==> config.mk <==
export PLATFORM = sky130hd
export DESIGN_NAME = mbi_report_writer
export DESIGN_NICKNAME = d
export VERILOG_FILES = /design/src/rtl/mbi_pkg.sv /design/src/rtl/mbi_pending.sv /design/src/rtl/mbi_addr_gen.sv /design/src/rtl/mbi_report_writer.sv
export SDC_FILE = /design/constraint.sdc
export NUM_CORES = 1
export LEC_CHECK = 0
export BUFFER_PORTS_ARGS = -buffer_cell sky130_fd_sc_hd__buf_2
export CORE_ASPECT_RATIO = 1.2
export CORE_UTILIZATION = 54
export DETAILED_ROUTE_END_ITERATION = 8
export PLACE_DENSITY = 0.88
export SLEW_MARGIN = 20
export SYNTH_ARGS = -nofsm -noshare
export SYNTH_HDL_FRONTEND = slang
export SYNTH_HIERARCHICAL = 1
export SYNTH_SLANG_ARGS = --single-unit
==> constraint.sdc <==
create_clock -name clk -period 4.6 [get_ports clk]
set_input_delay 0.46 -clock clk [delete_from_list [all_inputs] [get_ports clk]]
set_output_delay 0.46 -clock clk [all_outputs]
set_load 0.03 [all_outputs]
==> src/rtl/mbi_pkg.sv <==
`timescale 1ns/1ps
package mbi_pkg;
   localparam int VEC_W      = 16;
   localparam int VEC_BW     = $clog2(VEC_W);
   localparam int PAGE_SHIFT = 12;
   localparam int SRC_OFS    = 'h400;
   localparam int MASK_OFS   = 'h440;
   localparam int MAX_UNITS  = 64;

   typedef enum logic [1:0] {
      SEQ_IDLE = 2'd0,
      SEQ_STAT = 2'd1,
      SEQ_SRC  = 2'd2
   } seq_st_e;

   // index of the least significant set bit (0 when none)
   function automatic logic [VEC_BW-1:0] low_bit(input logic [VEC_W-1:0] v);
      logic [VEC_BW-1:0] r;
      r = '0;
      for (int i = VEC_W - 1; i >= 0; i--)
         if (v[i]) r = VEC_BW'(i);
      return r;
   endfunction
endpackage

==> src/rtl/mbi_pending.sv <==
`timescale 1ns/1ps
module mbi_pending import mbi_pkg::*; #(
   parameter int N_UNITS = 8,
   localparam int UW = $clog2(N_UNITS)
) (
   input  logic                     clk,
   input  logic                     rst_n,
   input  logic [N_UNITS*VEC_W-1:0] evt_in,
   input  logic [VEC_W-1:0]         en_mask,
   input  logic                     grab,
   output logic                     any_pend,
   output logic [UW-1:0]            pick_unit,
   output logic [VEC_W-1:0]         pick_vec
);
   logic [VEC_W-1:0] pend [N_UNITS];

   for (genvar u = 0; u < N_UNITS; u++) begin : g_unit
      logic clr;
      assign clr = grab && (pick_unit == UW'(u));
      always_ff @(posedge clk) begin
         if (!rst_n) pend[u] <= '0;
         else        pend[u] <= (clr ? '0 : pend[u]) | (evt_in[u*VEC_W +: VEC_W] & en_mask);
      end
   end

   always_comb begin
      any_pend  = 1'b0;
      pick_unit = '0;
      for (int u = 0; u < N_UNITS; u++) begin
         if (!any_pend && (|pend[u])) begin
            any_pend  = 1'b1;
            pick_unit = UW'(u);
         end
      end
      pick_vec = pend[pick_unit];
   end

   // a unit whose bits are pending and not taken keeps them
   AST_NO_LOST_BITS: assert property (@(posedge clk) disable iff (!rst_n)
      (|pend[0]) && !(grab && pick_unit == '0) |=> (|pend[0]));
endmodule

==> src/rtl/mbi_addr_gen.sv <==
`timescale 1ns/1ps
module mbi_addr_gen import mbi_pkg::*; #(
   parameter int ADDR_W       = 32,
   parameter int UW           = 3,
   parameter int INST_W       = 3,
   parameter bit PAGE_MODE_EN = 1'b1
) (
   input  logic [ADDR_W-1:0] area_base,
   input  logic [INST_W-1:0] inst,
   input  logic [UW-1:0]     unit,
   input  logic [VEC_BW-1:0] bit_idx,
   input  logic              sel_src,
   output logic [ADDR_W-1:0] addr
);
   logic [ADDR_W-1:0] page_ofs;
   logic [ADDR_W-1:0] area_ofs;

   if (PAGE_MODE_EN) begin : g_paged
      assign page_ofs = ADDR_W'(inst) << PAGE_SHIFT;
   end else begin : g_flat
      logic unused_inst;
      assign unused_inst = ^inst;
      assign page_ofs    = '0;
   end

   always_comb begin
      if (sel_src) area_ofs = ADDR_W'(SRC_OFS) + ADDR_W'(unit);
      else         area_ofs = (ADDR_W'(unit) * ADDR_W'(VEC_W)) + ADDR_W'(bit_idx);
   end

   assign addr = area_base + page_ofs + area_ofs;
endmodule

==> src/rtl/mbi_report_writer.sv <==
`timescale 1ns/1ps
module mbi_report_writer import mbi_pkg::*; #(
   parameter int N_UNITS      = 8,
   parameter int INST_W       = 3,
   parameter int ADDR_W       = 32,
   parameter bit PAGE_MODE_EN = 1'b1
) (
   input  logic                      clk,
   input  logic                      rst_n,
   input  logic [ADDR_W-1:0]         area_base,
   input  logic                      page_mode,
   input  logic [N_UNITS*INST_W-1:0] unit_inst,
   input  logic [N_UNITS*VEC_W-1:0]  evt_in,
   input  logic                      mask_wr_valid,
   input  logic [ADDR_W-1:0]         mask_wr_addr,
   input  logic [VEC_W-1:0]          mask_wr_data,
   output logic                      wr_valid,
   output logic [ADDR_W-1:0]         wr_addr,
   output logic [7:0]                wr_data,
   input  logic                      wr_ready,
   output logic                      host_irq
);
   localparam int UW = $clog2(N_UNITS);

   if (N_UNITS < 2 || N_UNITS > MAX_UNITS) begin : g_bad_units
      $error("N_UNITS must lie in 2..64 so the status area fits 1024 bytes");
   end
   if (ADDR_W < PAGE_SHIFT + INST_W) begin : g_bad_addr
      $error("ADDR_W too narrow for the paged layout");
   end

   seq_st_e           state;
   logic [UW-1:0]     unit_q;
   logic [INST_W-1:0] inst_q;
   logic [VEC_W-1:0]  work_q;
   logic [VEC_W-1:0]  mask_q;
   logic              irq_q;

   logic              any_pend, grab, hs;
   logic [UW-1:0]     pick_unit;
   logic [VEC_W-1:0]  pick_vec;
   logic [VEC_W-1:0]  work_rest;

   assign grab      = (state == SEQ_IDLE) && any_pend;
   assign wr_valid  = (state != SEQ_IDLE);
   assign hs        = wr_valid && wr_ready;
   assign work_rest = work_q & (work_q - VEC_W'(1));
   assign wr_data   = 8'hFF;
   assign host_irq  = irq_q;

   mbi_pending #(.N_UNITS(N_UNITS)) u_pend (
      .clk(clk), .rst_n(rst_n), .evt_in(evt_in), .en_mask(mask_q), .grab(grab),
      .any_pend(any_pend), .pick_unit(pick_unit), .pick_vec(pick_vec)
   );

   mbi_addr_gen #(.ADDR_W(ADDR_W), .UW(UW), .INST_W(INST_W), .PAGE_MODE_EN(PAGE_MODE_EN)) u_addr (
      .area_base(area_base), .inst(inst_q), .unit(unit_q), .bit_idx(low_bit(work_q)),
      .sel_src(state == SEQ_SRC), .addr(wr_addr)
   );

   always_ff @(posedge clk) begin
      if (!rst_n) begin
         state  <= SEQ_IDLE;
         unit_q <= '0;
         inst_q <= '0;
         work_q <= '0;
         mask_q <= '1;
         irq_q  <= 1'b0;
      end else begin
         irq_q <= (state == SEQ_SRC) && hs;
         if (mask_wr_valid && (mask_wr_addr == area_base + ADDR_W'(MASK_OFS)))
            mask_q <= mask_wr_data;
         unique case (state)
            SEQ_IDLE: if (grab) begin
               unit_q <= pick_unit;
               work_q <= pick_vec;
               inst_q <= page_mode ? unit_inst[pick_unit*INST_W +: INST_W] : '0;
               state  <= SEQ_STAT;
            end
            SEQ_STAT: if (hs) begin
               work_q <= work_rest;
               if (work_rest == '0) state <= SEQ_SRC;
            end
            SEQ_SRC: if (hs) state <= SEQ_IDLE;
            default: state <= SEQ_IDLE;
         endcase
      end
   end

   AST_WR_HOLD: assert property (@(posedge clk) disable iff (!rst_n)
      wr_valid && !wr_ready |=> wr_valid && $stable(wr_addr));
   AST_IRQ_AFTER_SRC: assert property (@(posedge clk) disable iff (!rst_n)
      host_irq |-> $past(wr_valid && wr_ready && (wr_addr[PAGE_SHIFT-1:0] >= PAGE_SHIFT'(SRC_OFS))));
   AST_IRQ_QUIET_BUS: assert property (@(posedge clk) disable iff (!rst_n)
      host_irq |-> !wr_valid && $past(!host_irq));
   AST_STAT_IN_AREA: assert property (@(posedge clk) disable iff (!rst_n)
      wr_valid && state == SEQ_STAT |-> wr_addr[PAGE_SHIFT-1:0] < PAGE_SHIFT'(SRC_OFS));
   AST_BASE_ALIGNED: assert property (@(posedge clk) disable iff (!rst_n)
      wr_valid |-> area_base[PAGE_SHIFT-1:0] == '0);
endmodule

Word-level counts from Yosys, hierarchy flattened
Memory sizes are Yosys's and may differ from the RTL's.
Index checks and enable logic that the tools add are counted.
{"block": "word_totals", "regBits": 41, "ramBits": 128, "output_inout_bits": 42, "elab_cells": 155, "memories": 1}
{"block": "op_classes", "n_addsub": 6, "multipliers": 1, "n_eq_ne": 14, "shifts": 1, "n_mux": 59, "bitwise_logic": 25, "n_reduce_logical": 42}
{"name": "u_pend.pend", "depth": 8, "width": 16, "rd": 9, "rd_ports_with_merged_regs": 0, "write_ports": 8, "line": "mbi_pending.sv:15", "source": "logic [VEC_W-1:0] pend [N_UNITS];"}
{"cell": "$mux W16", "count": 18}
{"cell": "$and A16 B16 Y16", "count": 9}
{"cell": "$or A16 B16 Y16", "count": 8}
{"cell": "$reduce_or A16 Y1", "count": 8}
{"cell": "$mux W4", "count": 16}
{"cell": "$add A32 B11 Y32 const B", "count": 1}
{"cell": "$add A32 B15 Y32", "count": 1}
{"cell": "$add A32 B32 Y32", "count": 1}
{"cell": "$eq A32 B32 Y1", "count": 1}
{"cell": "$pmux W16 S2", "count": 1}
{"cell": "$shiftx A24 B6 Y3", "count": 1}
{"cell": "$logic_and A1 B1 Y1", "count": 19}
{"cell": "$logic_not A16 Y1", "count": 1}
{"cell": "$sub A16 B1 Y16 const B", "count": 1}
{"cell": "$mux W3", "count": 5}
{"cell": "$add A11 B3 Y12 const A", "count": 1}
{"cell": "$eq A3 B3 Y1 const B", "count": 4}
{"cell": "$mux W12", "count": 1}
{"cell": "$mux W2", "count": 6}
{"cell": "$mux W1", "count": 11}
{"cell": "$add A7 B4 Y8", "count": 1}
{"cell": "$or A1 B1 Y1", "count": 8}
{"cell": "$logic_not A1 Y1", "count": 7}
{"cell": "$eq A3 B2 Y1 const B", "count": 2}
{"cell": "13 further kinds", "count": 16}

Longest topological paths before layout
An unclocked memory read counts as a cell.
{"block": "logic_depth", "ltp_word": 29, "ltp_mapped": 18, "mapped_depth_nobuf": 16}

By module
The synthesis kept the hierarchy.
{"module": "mbi_pending", "n_inst": 1, "cells_per_inst": 653, "area_each_um2": 6446.2}
{"module": "mbi_report_writer", "n_inst": 1, "cells_per_inst": 403, "area_each_um2": 3238.1}
{"module": "mbi_addr_gen", "n_inst": 1, "cells_per_inst": 130, "area_each_um2": 991.0}

Worst setup path before layout
OpenSTA, ideal clock, no wires.
{"block": "synth_path", "kind": "register to output", "from": "register work_q[13]", "to": "output port wr_addr[20]", "t_arrival_ns": 3.416, "required_ns": 4.140, "path_slack_ns": 0.724, "path_stages_with_launch": 19, "path_buffers": 2, "cell_sequence": "dfxtp_1 > clkbuf_1 > inv_1 > a21oi_1 > o21bai_1 > a21oi_1 > o21bai_1 > a21oi_1 > o21bai_1 > a21oi_1 > mux2_2 > ha_1 > fa_1 > a21o_1 > a31oi_1 > or4_1 > buf_6 > a211oi_1 > xor2_1"}
{"block": "synth_via", "elab_chain_cells": 17}
{"element": "start: declaration", "line": "mbi_report_writer.sv:35", "source": "logic [VEC_W-1:0] work_q;"}
{"element": "start signal: assignment", "line": "mbi_report_writer.sv:76", "source": "work_q <= pick_vec;"}
{"element": "start signal: assignment", "line": "mbi_report_writer.sv:81", "source": "work_q <= work_rest;"}
{"element": "$mux W4 (14 in series)", "line": "mbi_pkg.sv:21", "source": "if (v[i]) r = VEC_BW'(i);"}
{"element": "$add A7 B4 Y8", "line": "mbi_addr_gen.sv:28", "source": "else area_ofs = (ADDR_W'(unit) * ADDR_W'(VEC_W)) + ADDR_W'(bit_idx);"}
{"element": "$mux W12", "line": "mbi_addr_gen.sv:27", "source": "if (sel_src) area_ofs = ADDR_W'(SRC_OFS) + ADDR_W'(unit);"}
{"element": "$add A32 B32 Y32", "line": "mbi_addr_gen.sv:31", "source": "assign addr = area_base + page_ofs + area_ofs;"}
{"element": "end: declaration", "line": "mbi_report_writer.sv:18", "source": "output logic [ADDR_W-1:0] wr_addr,"}
No other way between the ends.

Final worst setup path
{"block": "layout_path", "from": "register work_q[2]", "to": "output port wr_addr[31]"}
{"block": "layout_via", "elab_chain_cells": 6}
{"element": "$mux W4 (3 in series)", "line": "mbi_pkg.sv:21"}
{"element": "$add A7 B4 Y8", "line": "mbi_addr_gen.sv:28"}
{"element": "$mux W12", "line": "mbi_addr_gen.sv:27"}
{"element": "$add A32 B32 Y32", "line": "mbi_addr_gen.sv:31"}
No other way between the ends.

==> results.md <==
Outcome:
- The flow ran to the end, and the final reports show no timing, DRC or antenna violations.

Route:
- The final routed wire length divided by cell count is 21.5 µm.
- Before antenna repair, the detailed router went through 6 iterations.
- In the routed design, unresolved DRC markers number 0.
- The total number of vias is 11000.
- In this run, the number of DRC markers left after iteration 0 of detailed routing was 1167.
- The number of nets still failing antenna checks after routing is 0.
- The post-detailed-route via-to-cell ratio is 6.52.
- The final routed wirelength across all metal layers is 36200 µm.

Synthesis:
- The mean instance size in the synthesized netlist is 9.00 µm².
- The synthesized netlist cell count is 1186.
- Measured against the total synthesized area, the mux share comes to 3.65%.
- The register bit total from synthesis is 169.
- The mapped netlist covers 10700 µm².
- After Yosys synthesis, and, or, nand and nor cells account for 25.9% of the synthesized area.
- The fraction of the mapped netlist area in adder cells is 1.78%.
- The fraction of the mapped netlist area in compound gates is 26.0%.
- The sequential area share after synthesis is 31.7%.
- The share of async-settable or async-resettable flops after synthesis is 0%.
- The dominant combinational cell family by area after synthesis is compound AO/OA/AOI/OAI gates.
- The Yosys step of the flow raised 6 warnings.
- After synthesis, the netlist uses 93 different library cells.
- The XOR/XNOR share of the synthesized area is 5.25%.
- The number of flops mapped to enable cells by yosys is 0.
- The most used flip-flop cell after synthesis is dfxtp_1.

Final layout:
- The filler cells instantiated in the layout total 1531.
- The post-layout net count is 1663.
- The fraction of final layout cells sized beyond drive strength 1 is 28.8%.
- Relative to the synthesized area, the layout overhead comes to 19.0%.
- Leaving out fill and tap cells, the most frequent cell in the layout is buf_2.
- The library cells used most frequently in the layout, excluding fill and tap cells, are buf_2 (266), dfxtp_1 (167), nor2b_1 (153), a22oi_1 (122), nand2_1 (71).
- The post-route standard cell area excluding fillers is 12700 µm².

Clock network:
- The clock sink total is 169.
- The clock buffer count from CTS is 17.
- Clock-pin slew was measured on the worst setup and hold paths at 0.07 ns.
- The TritonCTS clock tree is built.
- The buffer type at the clock tree root is clkbuf_16.
- The later pin in the worst-skew pair is clocked with a latency of 0.44 ns.
- In this run, post-CTS hold repair placed 0 buffers.
- In this run the number of H-tree levels came out at 4.
- The worst-case clock buffer depth is 2.

Floorplan:
- The area enclosed by the die boundary is 20300 µm².
- For this configuration, the core starts out at a cell density of 55.8%.
- The floorplan has 55 rows.
- The floorplan step defined a core boundary enclosing 19100 µm².
- From bottom edge to top edge, the die measures 156 µm.
- The die extent in x is 130 µm.
- The I/O pin total is 279.

Critical path:
- The type of origin of the critical path is a register.
- The critical path goes through nor4_1 -> nand3_1 -> a31oi_1 -> nor2b_1 -> ha_1 -> o211ai_1 -> o211ai_1 -> nand3_1 -> a2111oi_2 -> xor2_1 -> buf_2.
- Data on the critical path is required at its endpoint by 4.14 ns.
- Broken down by cell family, the worst path's largest delay share belongs to simple AND/OR/NAND/NOR gates.
- The endpoint arrival time on the critical path is 3.96 ns.
- Of all nets on the critical path, the largest fanout is 8.
- The slowest stage of the critical path belongs to the cell nor4_1.
- The worst setup path is captured at an output port.
- The largest stage delay on the critical path is 0.54 ns.
- The category of the critical setup timing path is reg -> out.
- The worst path buffer plus inverter count is 1.

STA:
- Hold timing on the final database bottoms out at a slack of 0.227 ns.
- For the pin with the worst max-slew slack, the measured transition is 1.02 ns.
- The number of max-slew violations in the final report is 0.
- The worst path meets setup with 0.182 ns of slack.
- The clock arrives with 0.0124 ns of skew.
- The worst path uses 96.0% of the clock period.
- Setup violations remaining at the end of the flow were counted as 0.
- The number of hold-slack violations in the final timing report is 0.
- The tightest slew margin relative to the limit is 32.1%.
- The worst path needs 4.42 ns of the cycle, external delays included.
- In the final timing run, aggregate negative setup slack is 0 ns.
- Setup repair after global routing could not meet its margin everywhere.
- The maximum clock frequency is 226 MHz.

Placement:
- The area of placed instances is 12000 µm².
- Prior to clock tree synthesis, the placed netlist has a worst setup slack of 0.505 ns.
- At the end of routability-driven placement, the weighted congestion stood at 0.941.
- The placed wire-length estimate after detailed placement is 26900 µm.
- Buffers placed on the I/O ports in this run total 270.

Global route:
- The wire length of the first global-routing pass is 55500 µm.
- Entering global routing, the biggest net connects 104 pins.
- The total overflow left after global routing is 0.
- The initial antenna violation count came to 4.
- In the global route stage, overall resource usage came out at 35.6%.
- The number of global-route vias before repair was 10300.

Power and ir drop:
- The worst-case IR drop observed on VDD is 307 µV.
- The power density relative to cell area is 313 nW/µm².
- The standby leakage power is 5.42 nW.
- The total design power is 0.00398 W.

Job:
- The max-capacitance violation count is 0.

Hold path:
- The kind of path behind the tightest hold check is in -> reg.
-- cells in the mapped netlist, types with 4 or more instances --
library cell / count / area, µm²
a2111oi_0: 8 / 70.1
a2111oi_2: 5 / 75.1
a211oi_1: 17 / 128
a211oi_2: 5 / 62.6
a21boi_0: 9 / 67.6
a21o_1: 10 / 75.1
a21oi_1: 33 / 165
a221o_2: 4 / 45.0
a221oi_2: 8 / 120
a22oi_1: 122 / 916
a22oi_2: 20 / 250
a31oi_1: 5 / 31.3
and2_1: 12 / 75.1
and3_1: 29 / 181
and3b_1: 6 / 52.6
and4_1: 10 / 87.6
buf_2: 14 / 70.1
buf_4: 21 / 158
buf_6: 8 / 90.1
clkbuf_1: 42 / 158
dfxtp_1: 169 / 3380
ha_1: 12 / 150
inv_1: 33 / 124
mux2i_1: 22 / 220
mux4_2: 6 / 135
nand2_1: 71 / 267
nand2b_1: 5 / 31.3
nand3_1: 19 / 95.1
nand4_1: 13 / 81.3
nor2_1: 22 / 82.6
nor2b_1: 153 / 957
nor3_1: 23 / 115
nor3b_1: 10 / 75.1
nor4_1: 38 / 238
nor4_4: 4 / 85.1
o211ai_1: 4 / 30.0
o21ai_0: 24 / 120
o21bai_1: 11 / 82.6
or3_1: 4 / 25.0
or4_1: 5 / 37.5
xnor2_1: 34 / 298
xor2_1: 30 / 263
-- power by group --
part	total, W	internal, W	switching (W)
Sequential	0.00166	0.00156	0.000104
Combinational	0.000884	0.000376	0.000508
Clock	0.00144	0.000735	0.000702
-- flip-flops by register name, indices dropped and copies added (netlist names) --
signal	count
inst_q	3
work_q	16
state	2
unit_q	3
host_irq	1
mask_q	16
u_pend/pend	128
-- layer usage --
layer / share of wire, % / GRT usage [%] / routed length (µm)
met4: 6.2 / 22.5 / 2260
met2: 48 / 59.4 / 17500
met3: 9.1 / 7.96 / 3300
met1: 36 / 40.9 / 13200
met5: 0 / 0 / 0
-- tightest hold or removal path, cell delays in order --
cell and delay [ns]:
buf_2 0.07, mux2i_1 0.05, nand2_1 0.05
-- cell families after synthesis --
logic type,count (synthesis)
xor gates and xnor gates,64
other,1
and+or+nand+nor,447
AOI/OAI and AO/OA,339
DFF,169
muxes,31
buffers and inverters,120
adders and majority gates,15
-- area by class of cell --
type | instances | area [µm²] | area share [%]
multi-input cells | 904 | 6770 | 53.3
flip-flops and latches | 169 | 3390 | 26.7
repair buffers | 287 | 1490 | 11.7
clock buffers | 17 | 425 | 3.35
well taps | 256 | 320 | 2.52
clock inverters | 15 | 178 | 1.40
inverters | 34 | 128 | 1.00
diodes | 4 | 10.0 | 0.0788
-- timing repair --
action,in CTS,in global routing
gates resized for setup,0,19
setup buffers,0,2
setup endpoints to repair,0,11
-- path summary, 6_finish.rpt --
path,to,startpoint,slack (ns),depth (start not counted)
worst max-delay path,wr_addr[31],work_q[2],0.18,11
worst max register to register,u_pend/pend[0][7],u_pend/pend[6][0],0.92,10
worst min register to register,unit_q[2],unit_q[2],0.50,2
worst min-delay path,mask_q[12],mask_wr_data[12],0.23,3
-- through the flow --
stage | utilization (%) | cells
6_report | 66.4 | 1686
5_1_grt | 66.4 | 1685
4_1_cts | 65.9 | 1680
3_5_place_dp | 62.8 | 1648
3_3_place_gp | 62.8 | 1648
2_1_floorplan | - | 1193
(Power assumes the default switching activity.)
